**config.mk**
```make
export PLATFORM = sky130hd
export DESIGN_NAME = phy_u3_init_seq
export DESIGN_NICKNAME = d
export VERILOG_FILES = /design/src/rtl/phy_u3_pkg.sv /design/src/rtl/phy_u3_rst_timer.sv /design/src/rtl/phy_u3_cr_rmw.sv /design/src/rtl/phy_u3_cfg_bank.sv /design/src/rtl/phy_u3_init_seq.sv
export SDC_FILE = /design/constraint.sdc
export NUM_CORES = 1
export LEC_CHECK = 0
export BUFFER_PORTS_ARGS = -buffer_cell sky130_fd_sc_hd__buf_2
export CORE_ASPECT_RATIO = 1.2
export CORE_UTILIZATION = 47
export CTS_CLUSTER_DIAMETER = 100
export DETAILED_ROUTE_END_ITERATION = 16
export HOLD_SLACK_MARGIN = 0.12
export PLACE_DENSITY_LB_ADDON = 0.12
export SYNTH_ARGS = -nofsm -noshare
export SYNTH_HDL_FRONTEND = slang
export SYNTH_HIERARCHICAL = 1
export SYNTH_SLANG_ARGS = --single-unit
export TNS_END_PERCENT = 30
```
**constraint.sdc**
```tcl
create_clock -name clk -period 2.5 [get_ports clk]
set_input_delay 0.625 -clock clk [delete_from_list [all_inputs] [get_ports clk]]
set_output_delay 0.625 -clock clk [all_outputs]
set_load 0.02 [all_outputs]
```
**src/rtl/phy_u3_pkg.sv**
```systemverilog
package phy_u3_pkg;

   typedef enum logic [3:0] {
      S_IDLE,
      S_RST,
      S_MODE,
      S_GO,
      S_WAIT,
      S_BOOST,
      S_LOS,
      S_DONE,
      S_ERR
   } seq_state_e;

   typedef enum logic [1:0] {
      M_IDLE,
      M_RD,
      M_WR
   } rmw_state_e;

   typedef struct packed {
      logic [15:0] addr;
      logic [15:0] mask;
      logic [15:0] val;
   } rmw_step_t;

   localparam int NUM_STEPS = 5;
   localparam int NUM_CFG   = 3;

   // fixed update script, applied in index order
   function automatic rmw_step_t script_step(input int idx);
      rmw_step_t s;
      case (idx)
         0:       s = '{addr: 16'h102D, mask: 16'h0004, val: 16'h0004};
         1:       s = '{addr: 16'h1010, mask: 16'h0FF0, val: 16'h0014};
         2:       s = '{addr: 16'h1006, mask: 16'h0F00, val: 16'h0B00};
         3:       s = '{addr: 16'h1002, mask: 16'h7FFF, val: 16'h4B7F};
         default: s = '{addr: 16'h0030, mask: 16'h001E, val: 16'h0010};
      endcase
      return s;
   endfunction

   // local word 0: mode select, 1: loss-of-signal, 2: tx boost
   function automatic logic [31:0] cfg_mask(input int idx);
      case (idx)
         0:       return 32'h0000_0060;
         1:       return 32'h00FF_0000;
         default: return 32'h001C_0000;
      endcase
   endfunction

   function automatic logic [31:0] cfg_val(input int idx);
      case (idx)
         0:       return 32'h0000_0060;
         1:       return 32'h0089_0000;
         default: return 32'h0010_0000;
      endcase
   endfunction

endpackage

```
**src/rtl/phy_u3_rst_timer.sv**
```systemverilog
module phy_u3_rst_timer #(
   parameter int RST_CYCLES = 16
) (
   input  logic clk,
   input  logic rst_n,
   input  logic load_i,
   output logic exp_o
);
   localparam int CW = (RST_CYCLES > 1) ? $clog2(RST_CYCLES) : 1;
   localparam logic [CW-1:0] LAST = CW'(RST_CYCLES - 1);

   logic [CW-1:0] cnt_q;
   logic          run_q;

   always_ff @(posedge clk or negedge rst_n) begin
      if (!rst_n) begin
         cnt_q <= '0;
         run_q <= 1'b0;
      end else if (load_i) begin
         cnt_q <= '0;
         run_q <= 1'b1;
      end else if (run_q) begin
         if (cnt_q == LAST) run_q <= 1'b0;
         else               cnt_q <= cnt_q + 1'b1;
      end
   end

   assign exp_o = run_q && (cnt_q == LAST);
endmodule

```
**src/rtl/phy_u3_cr_rmw.sv**
```systemverilog
module phy_u3_cr_rmw
   import phy_u3_pkg::*;
#(
   parameter int CR_AW = 16,
   parameter int CR_DW = 16,
   parameter int SW    = 3
) (
   input  logic             clk,
   input  logic             rst_n,
   input  logic             go_i,
   input  logic             abort_i,
   input  logic [SW-1:0]    step_i,
   output logic             req_o,
   output logic             wr_o,
   output logic [CR_AW-1:0] addr_o,
   output logic [CR_DW-1:0] wdata_o,
   input  logic             done_i,
   input  logic             err_i,
   input  logic [CR_DW-1:0] rdata_i,
   output logic             fin_o,
   output logic             fail_o
);
   rmw_state_e       st_q;
   logic [CR_DW-1:0] mask_q, val_q, wdata_q;
   logic [CR_AW-1:0] addr_q;
   rmw_step_t        cur;

   always_comb cur = script_step(int'(step_i));

   always_ff @(posedge clk or negedge rst_n) begin
      if (!rst_n) begin
         st_q    <= M_IDLE;
         addr_q  <= '0;
         mask_q  <= '0;
         val_q   <= '0;
         wdata_q <= '0;
      end else if (abort_i) begin
         st_q <= M_IDLE;
      end else begin
         case (st_q)
            M_IDLE: if (go_i) begin
               st_q   <= M_RD;
               addr_q <= CR_AW'(cur.addr);
               mask_q <= CR_DW'(cur.mask);
               val_q  <= CR_DW'(cur.val);
            end
            M_RD: if (done_i) begin
               if (err_i) st_q <= M_IDLE;
               else begin
                  st_q    <= M_WR;
                  wdata_q <= (rdata_i & ~mask_q) | val_q;
               end
            end
            M_WR: if (done_i) st_q <= M_IDLE;
            default: st_q <= M_IDLE;
         endcase
      end
   end

   assign req_o   = (st_q != M_IDLE);
   assign wr_o    = (st_q == M_WR);
   assign addr_o  = addr_q;
   assign wdata_o = wdata_q;
   assign fin_o   = (st_q == M_WR) && done_i && !err_i;
   assign fail_o  = (st_q != M_IDLE) && done_i && err_i;
endmodule

```
**src/rtl/phy_u3_cfg_bank.sv**
```systemverilog
module phy_u3_cfg_bank
   import phy_u3_pkg::*;
#(
   parameter int CFG_W = 32,
   parameter int NUM   = NUM_CFG
) (
   input  logic                      clk,
   input  logic                      rst_n,
   input  logic [NUM-1:0]            set_i,
   output logic [NUM-1:0][CFG_W-1:0] q_o
);
   for (genvar i = 0; i < NUM; i++) begin : g_word
      localparam logic [CFG_W-1:0] MSK = CFG_W'(cfg_mask(i));
      localparam logic [CFG_W-1:0] VAL = CFG_W'(cfg_val(i));
      logic [CFG_W-1:0] w_q;

      always_ff @(posedge clk or negedge rst_n) begin
         if (!rst_n)        w_q <= '0;
         else if (set_i[i]) w_q <= (w_q & ~MSK) | VAL;
      end

      assign q_o[i] = w_q;
   end
endmodule

```
**src/rtl/phy_u3_init_seq.sv**
```systemverilog
module phy_u3_init_seq
   import phy_u3_pkg::*;
#(
   parameter int RST_CYCLES = 16,
   parameter int CR_AW      = 16,
   parameter int CR_DW      = 16,
   parameter int CFG_W      = 32
) (
   input  logic             clk,
   input  logic             rst_n,
   input  logic             start_i,
   input  logic             exit_i,
   output logic             phy_rst_o,
   output logic             cr_req_o,
   output logic             cr_wr_o,
   output logic [CR_AW-1:0] cr_addr_o,
   output logic [CR_DW-1:0] cr_wdata_o,
   input  logic             cr_done_i,
   input  logic             cr_err_i,
   input  logic [CR_DW-1:0] cr_rdata_i,
   output logic             done_o,
   output logic             error_o,
   output logic [CFG_W-1:0] cfg0_o,
   output logic [CFG_W-1:0] cfg1_o,
   output logic [CFG_W-1:0] cfg2_o
);
   localparam int SW = $clog2(NUM_STEPS);
   localparam logic [SW-1:0] LAST_STEP = SW'(NUM_STEPS - 1);

   if (RST_CYCLES < 1) begin : g_bad_rst
      $error("RST_CYCLES must be at least 1");
   end
   if (CR_AW < 16 || CR_DW < 16) begin : g_bad_bus
      $error("bus address and data must be at least 16 bits");
   end
   if (CFG_W < 24) begin : g_bad_cfg
      $error("CFG_W must cover bit 23");
   end

   seq_state_e    st_q;
   logic [SW-1:0] step_q;
   logic          prst_q;
   logic          accept, tmr_exp, go, fin, fail;
   logic [NUM_CFG-1:0]            cfg_set;
   logic [NUM_CFG-1:0][CFG_W-1:0] cfg_q;

   assign accept = start_i && !exit_i &&
                   (st_q == S_IDLE || st_q == S_DONE || st_q == S_ERR);
   assign go     = (st_q == S_GO);

   always_ff @(posedge clk or negedge rst_n) begin
      if (!rst_n) begin
         st_q   <= S_IDLE;
         step_q <= '0;
         prst_q <= 1'b0;
      end else if (exit_i) begin
         st_q   <= S_IDLE;
         prst_q <= 1'b1;
      end else begin
         case (st_q)
            S_IDLE, S_DONE, S_ERR: if (accept) begin
               st_q   <= S_RST;
               prst_q <= 1'b1;
            end
            S_RST: if (tmr_exp) begin
               st_q   <= S_MODE;
               prst_q <= 1'b0;
            end
            S_MODE: begin
               st_q   <= S_GO;
               step_q <= '0;
            end
            S_GO: st_q <= S_WAIT;
            S_WAIT: begin
               if (fail) st_q <= S_ERR;
               else if (fin) begin
                  if (step_q == LAST_STEP) st_q <= S_BOOST;
                  else begin
                     step_q <= step_q + 1'b1;
                     st_q   <= S_GO;
                  end
               end
            end
            S_BOOST: st_q <= S_LOS;
            S_LOS:   st_q <= S_DONE;
            default: st_q <= S_IDLE;
         endcase
      end
   end

   phy_u3_rst_timer #(.RST_CYCLES(RST_CYCLES)) u_tmr (
      .clk    (clk),
      .rst_n  (rst_n),
      .load_i (accept),
      .exp_o  (tmr_exp)
   );

   phy_u3_cr_rmw #(.CR_AW(CR_AW), .CR_DW(CR_DW), .SW(SW)) u_rmw (
      .clk     (clk),
      .rst_n   (rst_n),
      .go_i    (go),
      .abort_i (exit_i),
      .step_i  (step_q),
      .req_o   (cr_req_o),
      .wr_o    (cr_wr_o),
      .addr_o  (cr_addr_o),
      .wdata_o (cr_wdata_o),
      .done_i  (cr_done_i),
      .err_i   (cr_err_i),
      .rdata_i (cr_rdata_i),
      .fin_o   (fin),
      .fail_o  (fail)
   );

   assign cfg_set[0] = (st_q == S_MODE)  && !exit_i;
   assign cfg_set[1] = (st_q == S_LOS)   && !exit_i;
   assign cfg_set[2] = (st_q == S_BOOST) && !exit_i;

   phy_u3_cfg_bank #(.CFG_W(CFG_W), .NUM(NUM_CFG)) u_cfg (
      .clk   (clk),
      .rst_n (rst_n),
      .set_i (cfg_set),
      .q_o   (cfg_q)
   );

   assign phy_rst_o = prst_q;
   assign done_o    = (st_q == S_DONE);
   assign error_o   = (st_q == S_ERR);
   assign cfg0_o    = cfg_q[0];
   assign cfg1_o    = cfg_q[1];
   assign cfg2_o    = cfg_q[2];
endmodule

```
After elaboration in Yosys (flattened, before gate mapping). Cells that the tools add are included.

Flip-flop bits (word level): 82. Input bits: 22. Output and inout bits: 133. Logic and storage cells: 102.

$add $sub $neg: 2. Equality and inequality tests: 25. Multiplexer cells: 28. Bitwise operators: 5. Reduce and logical (&&, ||, !) cells: 29.

Operators with widths (number): one-hot mux 45 bit (4 select lines) (1); 2-to-1 mux 4 bit (8); one-hot mux 4 bit (7 select lines) (1); AND 16 bit (1); equality test 4 x 3 -> 1 bit, second input constant (4); NOT 16 bit (1); OR 16 bit (1); 2-to-1 mux 3 bit (4); inequality test 3 bit, second input constant (4); AND reduction 3 bit (4); logical AND 1 bit (10); 2-to-1 mux 2 bit (5); equality test 4 x 2 -> 1 bit, second input constant (2); equality test 4 bit, second input constant (2); inequality test 2 bit, second input constant (4); equality test 3 x 2 -> 1 bit, second input constant (2); 2-to-1 mux 1 bit (6); one-hot mux 2 bit (3 select lines) (1); one-hot mux 3 bit (2 select lines) (1); nonzero test 2 bit (3); AND reduction 5 bit (1); adder 4 x 1 -> 4 bit, second input constant (1); equality test 4 x 1 -> 1 bit, second input constant (1); logical NOT 4 bit (1); other kinds (17) (20).

Depth between registers and ports, before layout. Gate-level depths: netlist of run 1.

Depth after elaboration: 7. Mapped depth: 9. Mapped depth without buffers: 6.

Hierarchy. Netlist of run 1, hierarchy kept.

Modules (own cells, without submodules): phy_u3_cr_rmw (instances 1, cells an instance 150, area each 1453.9 µm², sequential area each 775.7 µm²); phy_u3_cfg_bank (instances 1, cells an instance 100, area each 795.8 µm², sequential area each 75.1 µm²); phy_u3_init_seq (instances 1, cells an instance 84, area each 670.6 µm², sequential area each 200.2 µm²); phy_u3_rst_timer (instances 1, cells an instance 23, area each 267.8 µm², sequential area each 125.1 µm²).

Worst setup path before layout of run 1. Ideal clock, no wire load.

Kind: flip-flop to flip-flop. From: reg, netlist name st_q[0]. To: reg u_rmw.mask_q[4]. Setup time: 124 ps. Arrival: 1939 ps. Data required time: 2376 ps. Slack: 437 ps. Stages on the path, launching flop included: 9. Buffers on the path: 3. Clock period less this slack: 2063 ps. Path through: dfrtp_1 buf_6 clkbuf_1 nand2_1 nor3_1 or4b_1 buf_2 or3_1 a21boi_1.

RTL lines: to (signal assigned) (line phy_u3_cr_rmw.sv:44) `mask_q <= CR_DW'(cur.mask);`; to (decl) (line phy_u3_cr_rmw.sv:24) `logic [CR_DW-1:0] mask_q, val_q, wdata_q;`.

==> results of run 1 <==
[state kept, by name, summed over array words and instances, names as in the netlist]
name,flops
phy_rst_o,1
st_q,4
step_q,3
u_cfg/g_word.w_q,3
u_rmw/addr_o,5
u_rmw/mask_q,6
u_rmw/st_q,2
u_rmw/val_q,2
u_rmw/wdata_o,16
u_tmr/cnt_q,4
u_tmr/run_q,1
[worst max path at each step]
stage,from,end,slack (ps),cells past startpoint
global route,st_q[1],error_o,210,4
CTS,st_q[1],error_o,320,4
global placement,exit_i,u_rmw/addr_o[5],460,5
finish,st_q[1],error_o,330,4
detailed placement,exit_i,u_rmw/addr_o[5],440,5
floorplan,st_q[0],u_rmw/mask_q[4],440,8
[metal layers]
metal	global-route usage, %	share of wire, %	vias up
met1	19.18	43	1047
li1	-	-	1102
met2	27.95	51	67
met3	3.085	5.0	2
met5	0	0	-
met4	4.717	0.37	0
[cell usage after synthesis (3+ instances only)]
| library cell | count |
|---|---|
| nand4b_1 | 3 |
| nor3_1 | 6 |
| clkbuf_1 | 10 |
| o21ai_0 | 22 |
| or2_1 | 3 |
| or3_1 | 3 |
| mux2i_1 | 5 |
| nor2_1 | 16 |
| ha_1 | 3 |
| buf_1 | 3 |
| o41ai_1 | 4 |
| inv_1 | 19 |
| a21o_1 | 3 |
| a21oi_1 | 21 |
| buf_2 | 3 |
| and3_1 | 4 |
| o31ai_1 | 14 |
| nand2_1 | 19 |
| dfrtp_1 | 47 |
| buf_4 | 105 |
| nand2b_1 | 5 |
[stage by stage]
step / total power [mW] / utilization (%) / std cells / hold WS [ps]
after global routing: 3.334 / 49.96 / 491 / 322.3
after detailed placement: 2.666 / 48.61 / 483 / 452.5
after global placement: 2.628 / 48.61 / 483 / 442.5
after CTS: 3.133 / 49.96 / 491 / 299.6
final: 3.086 / 49.96 / 491 / 294.7
after floorplan: 2.422 / - / 454 / 329.4
[layout make-up]
class	instances	area [µm²]
Tap cell	85	106.4
Inverter	20	75.07
Sequential cell	47	1176
Fill cell	649	3246
Multi-Input combinational cell	265	1438
Clock inverter	3	18.77
Clock buffer	5	68.82
Timing Repair Buffer	66	357.8
[worst max-delay path, cell delays in order (launching register included)]
cell and delay [ps]:
dfrtp_1 380, buf_4 180, or3_1 430, nor2_1 100, buf_2 160
[power by group through the flow]
stage,Sequential [mW],Clock [mW],Combinational (mW)
floorplan,1.38,0,1.04
global placement,1.28,0,1.35
detailed placement,1.29,0,1.37
CTS,1.28,0.482,1.37
global route,1.31,0.511,1.51
finish,1.27,0.456,1.36
[kinds of logic after synthesis]
group / after synthesis
DFF: 47
adders and majority gates: 3
buffers and inverters: 142
muxes: 7
and+or+nand+nor: 77
other: 2
AOI/OAI and AO/OA: 78
xor gates and xnor gates: 1
==> reports/metrics.csv, run 1 <==
stage,metric,value,unit
outcome,status,completed,
place,placed_area,3153,µm²
floorplanning,io_pins,155,
logic_synthesis,synth_seq_area_share,36.89,%
cells_and_area,fin_area,3241,µm²
logic_synthesis,synthTopCellsByArea,"dfrtp_1, buf_4, o21ai_0",
logic_synthesis,synthMuxAreaShare,2.394,%
logic_synthesis,synth_top_family_by_area,buffers and inverters,
place,place.gp.congestion,0.7955,
power_and_ir_drop,clock_power_share,14.8,%
sta,period_needed,2168,ps
global_route,grtUsageTotal,15.79,%
floorplanning,rows,32,
cells_and_area,antenna_cells,0,
drt,wire_per_inst,11.58,µm
global_route,grt_max_degree,36,
logic_synthesis,async_flop_share,100.0,%
sta,drv_slew,0,
cts,cts_resized,0,
drt,first_iter_violations,109,
place,port-buffer-count,55,
cells_and_area,drive_gt1_share,20.94,%
sta,tightestPinTransition,534.3,ps
logic_synthesis,synth_fa_ha_area_share,1.177,%
floorplanning,die_h,92.22,µm
global_route,grt_pass1_vias,1935,
sta,fin_skew,7.185,ps
power_and_ir_drop,p_leak,1.745,nW
worst_setup_path,reg2regPathDepth,5,
sta,fin_crit_sh,86.73,%
power_and_ir_drop,swShare,43.95,%
worst_setup_path,rrSetupSlack,590,ps
flow_run,cap_violations,0,
worst_setup_path,worstReg2RegStart,st_q[3],
drt,ant_nets,0,
cts,clk_latency,300,ps
cells_and_area,final_cell_mix,"conb_1, buf_2, dfrtp_1, o21ai_0, a21oi_1",
sta,grt_setup_unrepaired,false,
worst_setup_path,cp.required,1880,ps
worst_setup_path,cp-start-kind,flop,
logic_synthesis,synth_top_area_share,36.89,%
cells_and_area,nets,430,
power_and_ir_drop,switchingPower,1.356,mW
floorplanning,dieArea,7118,µm²
sta,setup_viol,0,
worst_setup_path,endpoint_kind,output pin,
cts,hold_buffers,0,
cts,cts_max_path_buffers,2,
sta,tns,0,ps
sta,fin_ws,331.6,ps
sta,hold_violations,0,
cts,clkTransAtPathRegs,90,ps
drt,drc,0,
worst_setup_path,cp.arrival,1540,ps
drt,dr_total_vias,2218,
hold_path,hold_class,in -> async,
power_and_ir_drop,ir_worst_vdd,0.0004215,V
place,place_ws,437.2,ps
cts,cts_buffers,5,
drt,routed_wl,5685,µm
global_route,grt_pass1_wl,8956,µm
power_and_ir_drop,power_density,952.2,nW/µm²
cts,cts_sinks,47,
floorplanning,start_util,49.15,%
logic_synthesis,yosys.area_share.xor_xnor,0.2747,%
logic_synthesis,synth-compound-area-share,16.17,%
logic_synthesis,yosysUniqueCellTypes,54,
logic_synthesis,synth_area,3188,µm²
cts,clock-root-buffer,clkbuf_8,
power_and_ir_drop,pwr-share-seq,41.1,%
sta,fmax,461.2,MHz
global_route,antenna_found_initial,0,
worst_setup_path,critical_path.max_fanout,13,
worst_setup_path,r2r-end,u_rmw/addr_o[5],
logic_synthesis,avgSynthCellArea,8.930,µm²
drt,via_per_inst,4.517,
logic_synthesis,synth_edf_count,0,
cts,cts_tree,built,
cells_and_area,area_growth,1.648,%
cts,h-tree-depth,2,
logic_synthesis,ys.flop_type,dfrtp_1,
worst_setup_path,criticalPathCategory,reg -> out,
cts,cts_setup_buffers,0,
drt,firstDrtPassIters,4,
logic_synthesis,ys_seq_elements,47,
floorplanning,fp.dieW,77.19,µm
logic_synthesis,synth_top_cell_by_area,dfrtp_1,
logic_synthesis,ys_warn_count,6,
cells_and_area,final_common_cell,conb_1,
place,hpwl,4281,µm
power_and_ir_drop,intPower,1.730,mW
sta,maxSlewHeadroom,64.38,%
power_and_ir_drop,combPwrFrac,44.1,%
global_route,overflow,0,
logic_synthesis,syn-instance-count,357,
floorplanning,coreArea,6486,µm²
logic_synthesis,synthSimpleGateAreaFrac,13.42,%
(Power assumes the default switching activity.)
==> run 2, diff against run 1 <==
- clock period: 2.5 -> 2 ns (I/O delays scaled with it)
==> run 2 against run 1 <==
Register-to-register slack worse by 480 ps. Worst setup slack worse by 300 ps. Global-route usage is 0.14 points lower. Critical path depth stayed put. Hold slack worse by 6.2 ps. Largest cell class unchanged. Die area stayed put. Largest power group unchanged.
==> reports/metrics.csv, run 2 (synthesis gave the netlist of run 1 again) <==
stage,metric,value,unit
global_route,grtUsageTotal,15.66,%
sta,fmax,507.2,MHz
cells_and_area,largest_register_ffs,16,
cts,cts_sinks,47,
worst_setup_path,criticalPathCategory,reg -> out,
worst_setup_path,crit_path_top_delay_cell,dfrtp_1,
cts,cts_buffers,5,
worst_setup_path,path_depth,4,
cts,cts_max_path_buffers,2,
power_and_ir_drop,clock_power_share,19.3,%
global_route,grt_pass1_wl,9039,µm
floorplanning,dieArea,7118,µm²
drt,wire_per_inst,11.51,µm
hold_path,hold_class,in -> async,
cells_and_area,area_growth,5.495,%
cells_and_area,seq_area,1176,µm²
place,port-buffer-count,55,
place,hpwl,4247,µm
worst_setup_path,r2r-end,st_q[0],
floorplanning,start_util,49.15,%
worst_setup_path,crit_path_max_incr_delay,410,ps
drt,firstDrtPassIters,4,
power_and_ir_drop,ir_worst_vdd,0.0004976,V
cts,cts_tree,built,
cells_and_area,final_cell_mix,"conb_1, buf_2, dfrtp_1, o21ai_0, a21oi_1",
worst_setup_path,rrSetupSlack,110,ps
drt,dr_total_vias,2273,
worst_setup_path,startpoint,st_q[1],
worst_setup_path,cp.arrival,1470,ps
sta,maxSlewHeadroom,59.81,%
sta,fin_crit_sh,98.57,%
global_route,overflow,0,
power_and_ir_drop,intPower,2.484,mW
cts,clk_latency,290,ps
sta,fin_skew,6.891,ps
power_and_ir_drop,pwr-share-seq,36.7,%
drt,first_iter_violations,131,
cts,clkTransAtPathRegs,80,ps
power_and_ir_drop,swShare,40.47,%
power_and_ir_drop,power_density,1241,nW/µm²
cells_and_area,final_util,51.85,%
drt,routed_wl,5731,µm
cells_and_area,fill_cells,642,
worst_setup_path,path_cells,buf_6 > or3_4 > nor2_2 > buf_4,
sta,tightestPinTransition,602.9,ps
sta,hold_violations,0,
global_route,grt_max_degree,48,
flow_run,cap_violations,0,
global_route,grt_pass1_vias,1995,
place,place.gp.congestion,0.8540,
outcome,status,completed,
worst_setup_path,endpoint_kind,output pin,
cells_and_area,nets,437,
sta,grt_setup_unrepaired,true,
worst_setup_path,worstReg2RegStart,st_q[1],
cts,clock-root-buffer,clkbuf_8,
floorplanning,coreArea,6486,µm²
sta,period_needed,1971,ps
floorplanning,die_h,92.22,µm
worst_setup_path,critical_path.max_fanout,8,
worst_setup_path,cp-start-kind,flop,
power_and_ir_drop,combPwrFrac,44.0,%
cells_and_area,antenna_cells,0,
drt,drc,0,
worst_setup_path,crit_path_end,error_o,
floorplanning,fp.dieW,77.19,µm
cells_and_area,multi_input_area,1453,µm²
sta,drv_slew,0,
worst_setup_path,cp.buffers_inverters,2,
sta,whs,288.5,ps
power_and_ir_drop,switchingPower,1.689,mW
power_and_ir_drop,p_leak,1.799,nW
drt,ant_nets,0,
floorplanning,io_pins,155,
sta,tns,0,ps
worst_setup_path,crit_family,simple AND/OR/NAND/NOR gates,
floorplanning,rows,32,
cells_and_area,final_common_cell,conb_1,
cells_and_area,drive_gt1_share,23.00,%
drt,via_per_inst,4.564,
cts,h-tree-depth,2,
sta,setup_viol,0,
global_route,antenna_found_initial,0,
worst_setup_path,cp.required,1500,ps
worst_setup_path,reg2regPathDepth,5,
==> run 2: per-layer routing <==
layer	vias up	wire (µm)	global-route usage [%]
met5	-	0	0
met4	0	55	4.245
met3	7	292	3.483
met2	68	3020	28.32
met1	1079	2362	18.40
li1	1119	-	-
==> run 2: worst min-delay path by stage <==
| stage | startpoint | endpoint | slack (ps) |
|---|---|---|---|
| 5_1_grt | rst_n | u_rmw/wdata_o[12] | 340 |
| 3_5_place_dp | u_cfg/g_word[2].w_q[20] | u_cfg/g_word[2].w_q[20] | 450 |
| 2_1_floorplan | rst_n | phy_rst_o | 200 |
| 6_report | rst_n | u_rmw/wdata_o[13] | 290 |
| 4_1_cts | rst_n | u_rmw/wdata_o[12] | 320 |
| 3_3_place_gp | u_cfg/g_word[2].w_q[20] | u_cfg/g_word[2].w_q[20] | 440 |
==> run 2: power by group through the flow <==
stage | combinational, mW | sequential, mW | clock, mW
2_1_floorplan | 1.30 | 1.73 | 0
3_3_place_gp | 1.79 | 1.55 | 0
3_5_place_dp | 1.82 | 1.56 | 0
4_1_cts | 1.84 | 1.54 | 0.832
5_1_grt | 2.02 | 1.59 | 0.876
6_report | 1.84 | 1.53 | 0.804
==> run 2: through the flow <==
stage                     cell area (µm²)  instances  setup slack [ps]  power [mW]
final                                3363        498             28.53       4.173
after global routing                 3363        498            -26.05       4.491
after CTS                            3342        497             5.324       4.212
after detailed placement             3198        489             122.5       3.377
after global placement               3198        489             151.2       3.340
after floorplan                      3555        454             4.198       3.031
==> run 2: area by class of cell <==
class | count | area share [%]
clock buffers | 6 | 2.158
clock inverters | 2 | 1.786
inverters | 20 | 2.232
multi-input cells | 265 | 43.19
flip-flops and latches | 47 | 34.97
well taps | 85 | 3.162
repair buffers | 73 | 12.50
==> run 2: worst register-to-register path, delay by kind of cell (launching register included) <==
kind / cells / cell delay, ps
flip-flops: 1 / 410
AO/OA/AOI/OAI: 2 / 320
AND/OR/NAND/NOR: 2 / 900
buffers and inverters: 1 / 160
==> run 2: repair_timing <==
| action | 4_1_cts | 5_1_grt |
|---|---|---|
| resized for setup | 3 | 4 |
| hold endpoints to repair | 0 | 0 |
| hold buffers | 0 | 0 |
| endpoints found under the setup margin | 1 | 4 |
| setup buffers | 0 | 1 |
| pin swaps | 0 | 0 |
==> run 3, diff against run 2 <==
- CORE_UTILIZATION: 47 -> 46
- CTS_BUF_LIST: unset -> sky130_fd_sc_hd__clkbuf_16
- PLACE_DENSITY: unset -> 0.88
- PLACE_DENSITY_LB_ADDON: 0.12 -> unset
- SYNTH_HIERARCHICAL: 1 -> unset
==> run 3 against run 2 <==
Sequential power increased by 3%. Global-route usage increased by 0.19 points. Core utilization decreased by 2.1 points. Total power decreased by 3.2%. Area after synthesis decreased by 3.1%. Critical path depth unchanged. First-iteration DRC count increased by 5.3%. Die area decreased by 0.97%. Final cell count decreased by 3.0%. Design area decreased by 4.6%. Flip-flop and latch count unchanged.
==> reports/metrics.csv, run 3 <==
stage,metric,value,unit
logic_synthesis,avgSynthCellArea,8.877,µm²
cells_and_area,drive_gt1_share,20.10,%
cts,clock-root-buffer,clkbuf_16,
worst_setup_path,cp-start-kind,flop,
worst_setup_path,reg2regPathDepth,5,
cells_and_area,final_cell_mix,"conb_1, buf_2, dfrtp_1, nand2_1, o21ai_0",
floorplanning,rows,32,
logic_synthesis,synthTopCellsByArea,"dfrtp_1, buf_4, nand2_1",
cts,cts_sinks,47,
floorplanning,coreArea,6446,µm²
global_route,antenna_found_initial,0,
logic_synthesis,syn-instance-count,348,
power_and_ir_drop,switchingPower,1.696,mW
floorplanning,die_h,91.77,µm
logic_synthesis,async_flop_share,100.0,%
worst_setup_path,critical_path.max_fanout,11,
floorplanning,dieArea,7049,µm²
sta,period_needed,1954,ps
cells_and_area,seq_area,1176,µm²
cts,cts_buffers,5,
place,hpwl,4044,µm
place,place_ws,273.3,ps
power_and_ir_drop,combPwrFrac,42.0,%
hold_path,hold_class,in -> async,
power_and_ir_drop,ir_worst_vdd,0.0005323,V
cells_and_area,final_cell_count_no_fill,483,
sta,hold_violations,0,
floorplanning,start_util,47.92,%
worst_setup_path,path_cells,buf_4 > nor3_2 > and2_1 > buf_2,
drt,ant_nets,0,
drt,via_per_inst,4.507,
logic_synthesis,yosysUniqueCellTypes,50,
cells_and_area,fill_cells,630,
cts,hold_buffers,0,
cells_and_area,multi_input_area,1399,µm²
worst_setup_path,cp.arrival,1450,ps
floorplanning,io_pins,155,
worst_setup_path,cp.buffers_inverters,2,
cts,cts_tree,built,
logic_synthesis,ys_warn_count,0,
place,port-buffer-count,55,
drt,dr_total_vias,2177,
power_and_ir_drop,p_leak,1.712,nW
cts,cts_resized,0,
logic_synthesis,synth_area,3089,µm²
cells_and_area,nets,426,
worst_setup_path,endpoint_kind,output pin,
global_route,grt_max_degree,48,
logic_synthesis,synth_common_cells,"buf_4, dfrtp_1, nand2_1",
place,place.gp.congestion,0.9249,
sta,fin_skew,2.599,ps
worst_setup_path,crit_path_max_incr_delay,440,ps
global_route,grt_pass1_vias,1974,
flow_run,cap_violations,0,
sta,fmax,511.7,MHz
place,dpl.cell_count,476,
floorplanning,fp.dieW,76.81,µm
global_route,grt_pass1_wl,8942,µm
cells_and_area,largest_register_ffs,16,
worst_setup_path,r2r-end,st_q[0],
logic_synthesis,synth_edf_count,0,
worst_setup_path,cp.required,1500,ps
logic_synthesis,synth_most_common_cell,buf_4,
worst_setup_path,worstReg2RegStart,st_q[0],
power_and_ir_drop,intPower,2.345,mW
worst_setup_path,crit_family,flip-flops,
cts,clkTransAtPathRegs,60,ps
sta,fin_ws,45.92,ps
drt,wire_per_inst,11.18,µm
logic_synthesis,ys.flop_type,dfrtp_1,
global_route,overflow,0,
sta,setup_viol,0,
power_and_ir_drop,power_density,1260,nW/µm²
worst_setup_path,crit_path_top_delay_cell,dfrtp_1,
power_and_ir_drop,clock_power_share,19.1,%
worst_setup_path,rrSetupSlack,250,ps
global_route,grtUsageTotal,15.84,%
drt,routed_wl,5400,µm
power_and_ir_drop,swShare,41.97,%
cts,h-tree-depth,2,
drt,first_iter_violations,138,
cts,clk_latency,280,ps
logic_synthesis,synth_seq_area_share,38.07,%
cells_and_area,antenna_cells,0,
logic_synthesis,ys_seq_elements,47,
cts,cts_setup_buffers,0,
sta,drv_slew,0,
cts,cts_max_path_buffers,2,
drt,firstDrtPassIters,4,
logic_synthesis,synth_top_cell_by_area,dfrtp_1,
power_and_ir_drop,pwr-share-seq,38.9,%
worst_setup_path,criticalPathCategory,reg -> out,
cells_and_area,final_common_cell,conb_1,
logic_synthesis,synth_top_area_share,38.07,%
drt,drc,0,
outcome,status,completed,
cells_and_area,area_growth,3.848,%
sta,fin_crit_sh,97.70,%
## run 3: changes by cell type in the layout (fill, tap and decap cells not counted), sizes merged, moves of 4 or more
cell	previous run	this run
buf	73	63
nand2	19	38
o21ai	22	26
inv	20	12
or2	5	1
o31ai	14	6
o41ai	5	0
## run 3: cell type report
| class | count | share of cell area [%] |
|---|---|---|
| multi-input combinational | 269 | 43.60 |
| sequential | 47 | 36.66 |
| timing repair buffer | 63 | 10.84 |
| clock buffer | 5 | 3.900 |
| tap | 85 | 3.315 |
| inverter | 12 | 1.404 |
| clock inverter | 2 | 0.2730 |
## run 3: worst max path at each step
stage | startpoint | end | slack (ps) | cells after the start
after CTS | st_q[1] | error_o | 9 | 4
after floorplan | u_rmw.st_q[1] | step_q[2] | 280 | 4
after global routing | st_q[1] | error_o | -6 | 4
final | st_q[1] | error_o | 50 | 4
after detailed placement | st_q[0] | step_q[2] | 270 | 4
after global placement | st_q[0] | step_q[2] | 330 | 4
## run 3: stage by stage
step / power (mW) / util, % / cell area [µm²] / setup TNS, ps / hold slack (ps)
floorplan: 2.947 / - / 3457 / 0 / 204.4
global placement: 3.208 / 47.61 / 3069 / 0 / 456.4
detailed placement: 3.282 / 47.61 / 3069 / 0 / 468.5
CTS: 4.071 / 49.69 / 3203 / 0 / 212.8
global route: 4.362 / 49.77 / 3208 / -5.706 / 219.0
finish: 4.042 / 49.77 / 3208 / 0 / 203.1
## run 3: per-layer routing
layer | global-route usage, % | wire length, µm | vias to the layer above
met2 | 27.46 | 2712 | 106
met5 | 0 | 0 | -
li1 | - | - | 1060
met4 | 6.250 | 85 | 0
met3 | 3.881 | 388 | 7
met1 | 18.69 | 2213 | 1004
## run 3: power groups by stage
stage,combinational [mW],clock (mW),sequential (mW)
after floorplan,1.20,0,1.75
after CTS,1.70,0.798,1.57
after global placement,1.65,0,1.56
after global routing,1.89,0.842,1.63
after detailed placement,1.69,0,1.59
final,1.70,0.771,1.57
## run 3: logic make-up after synthesis
| logic type | after synthesis | synth area share (%) |
|---|---|---|
| AOI/OAI and AO/OA | 66 | 13.16 |
| xor gates and xnor gates | 2 | 0.5671 |
| adders and majority gates | 6 | 2.430 |
| buffers and inverters | 130 | 28.72 |
| DFF | 47 | 38.07 |
| muxes | 6 | 2.106 |
| other | 1 | 0.1214 |
| and+or+nand+nor | 90 | 14.82 |
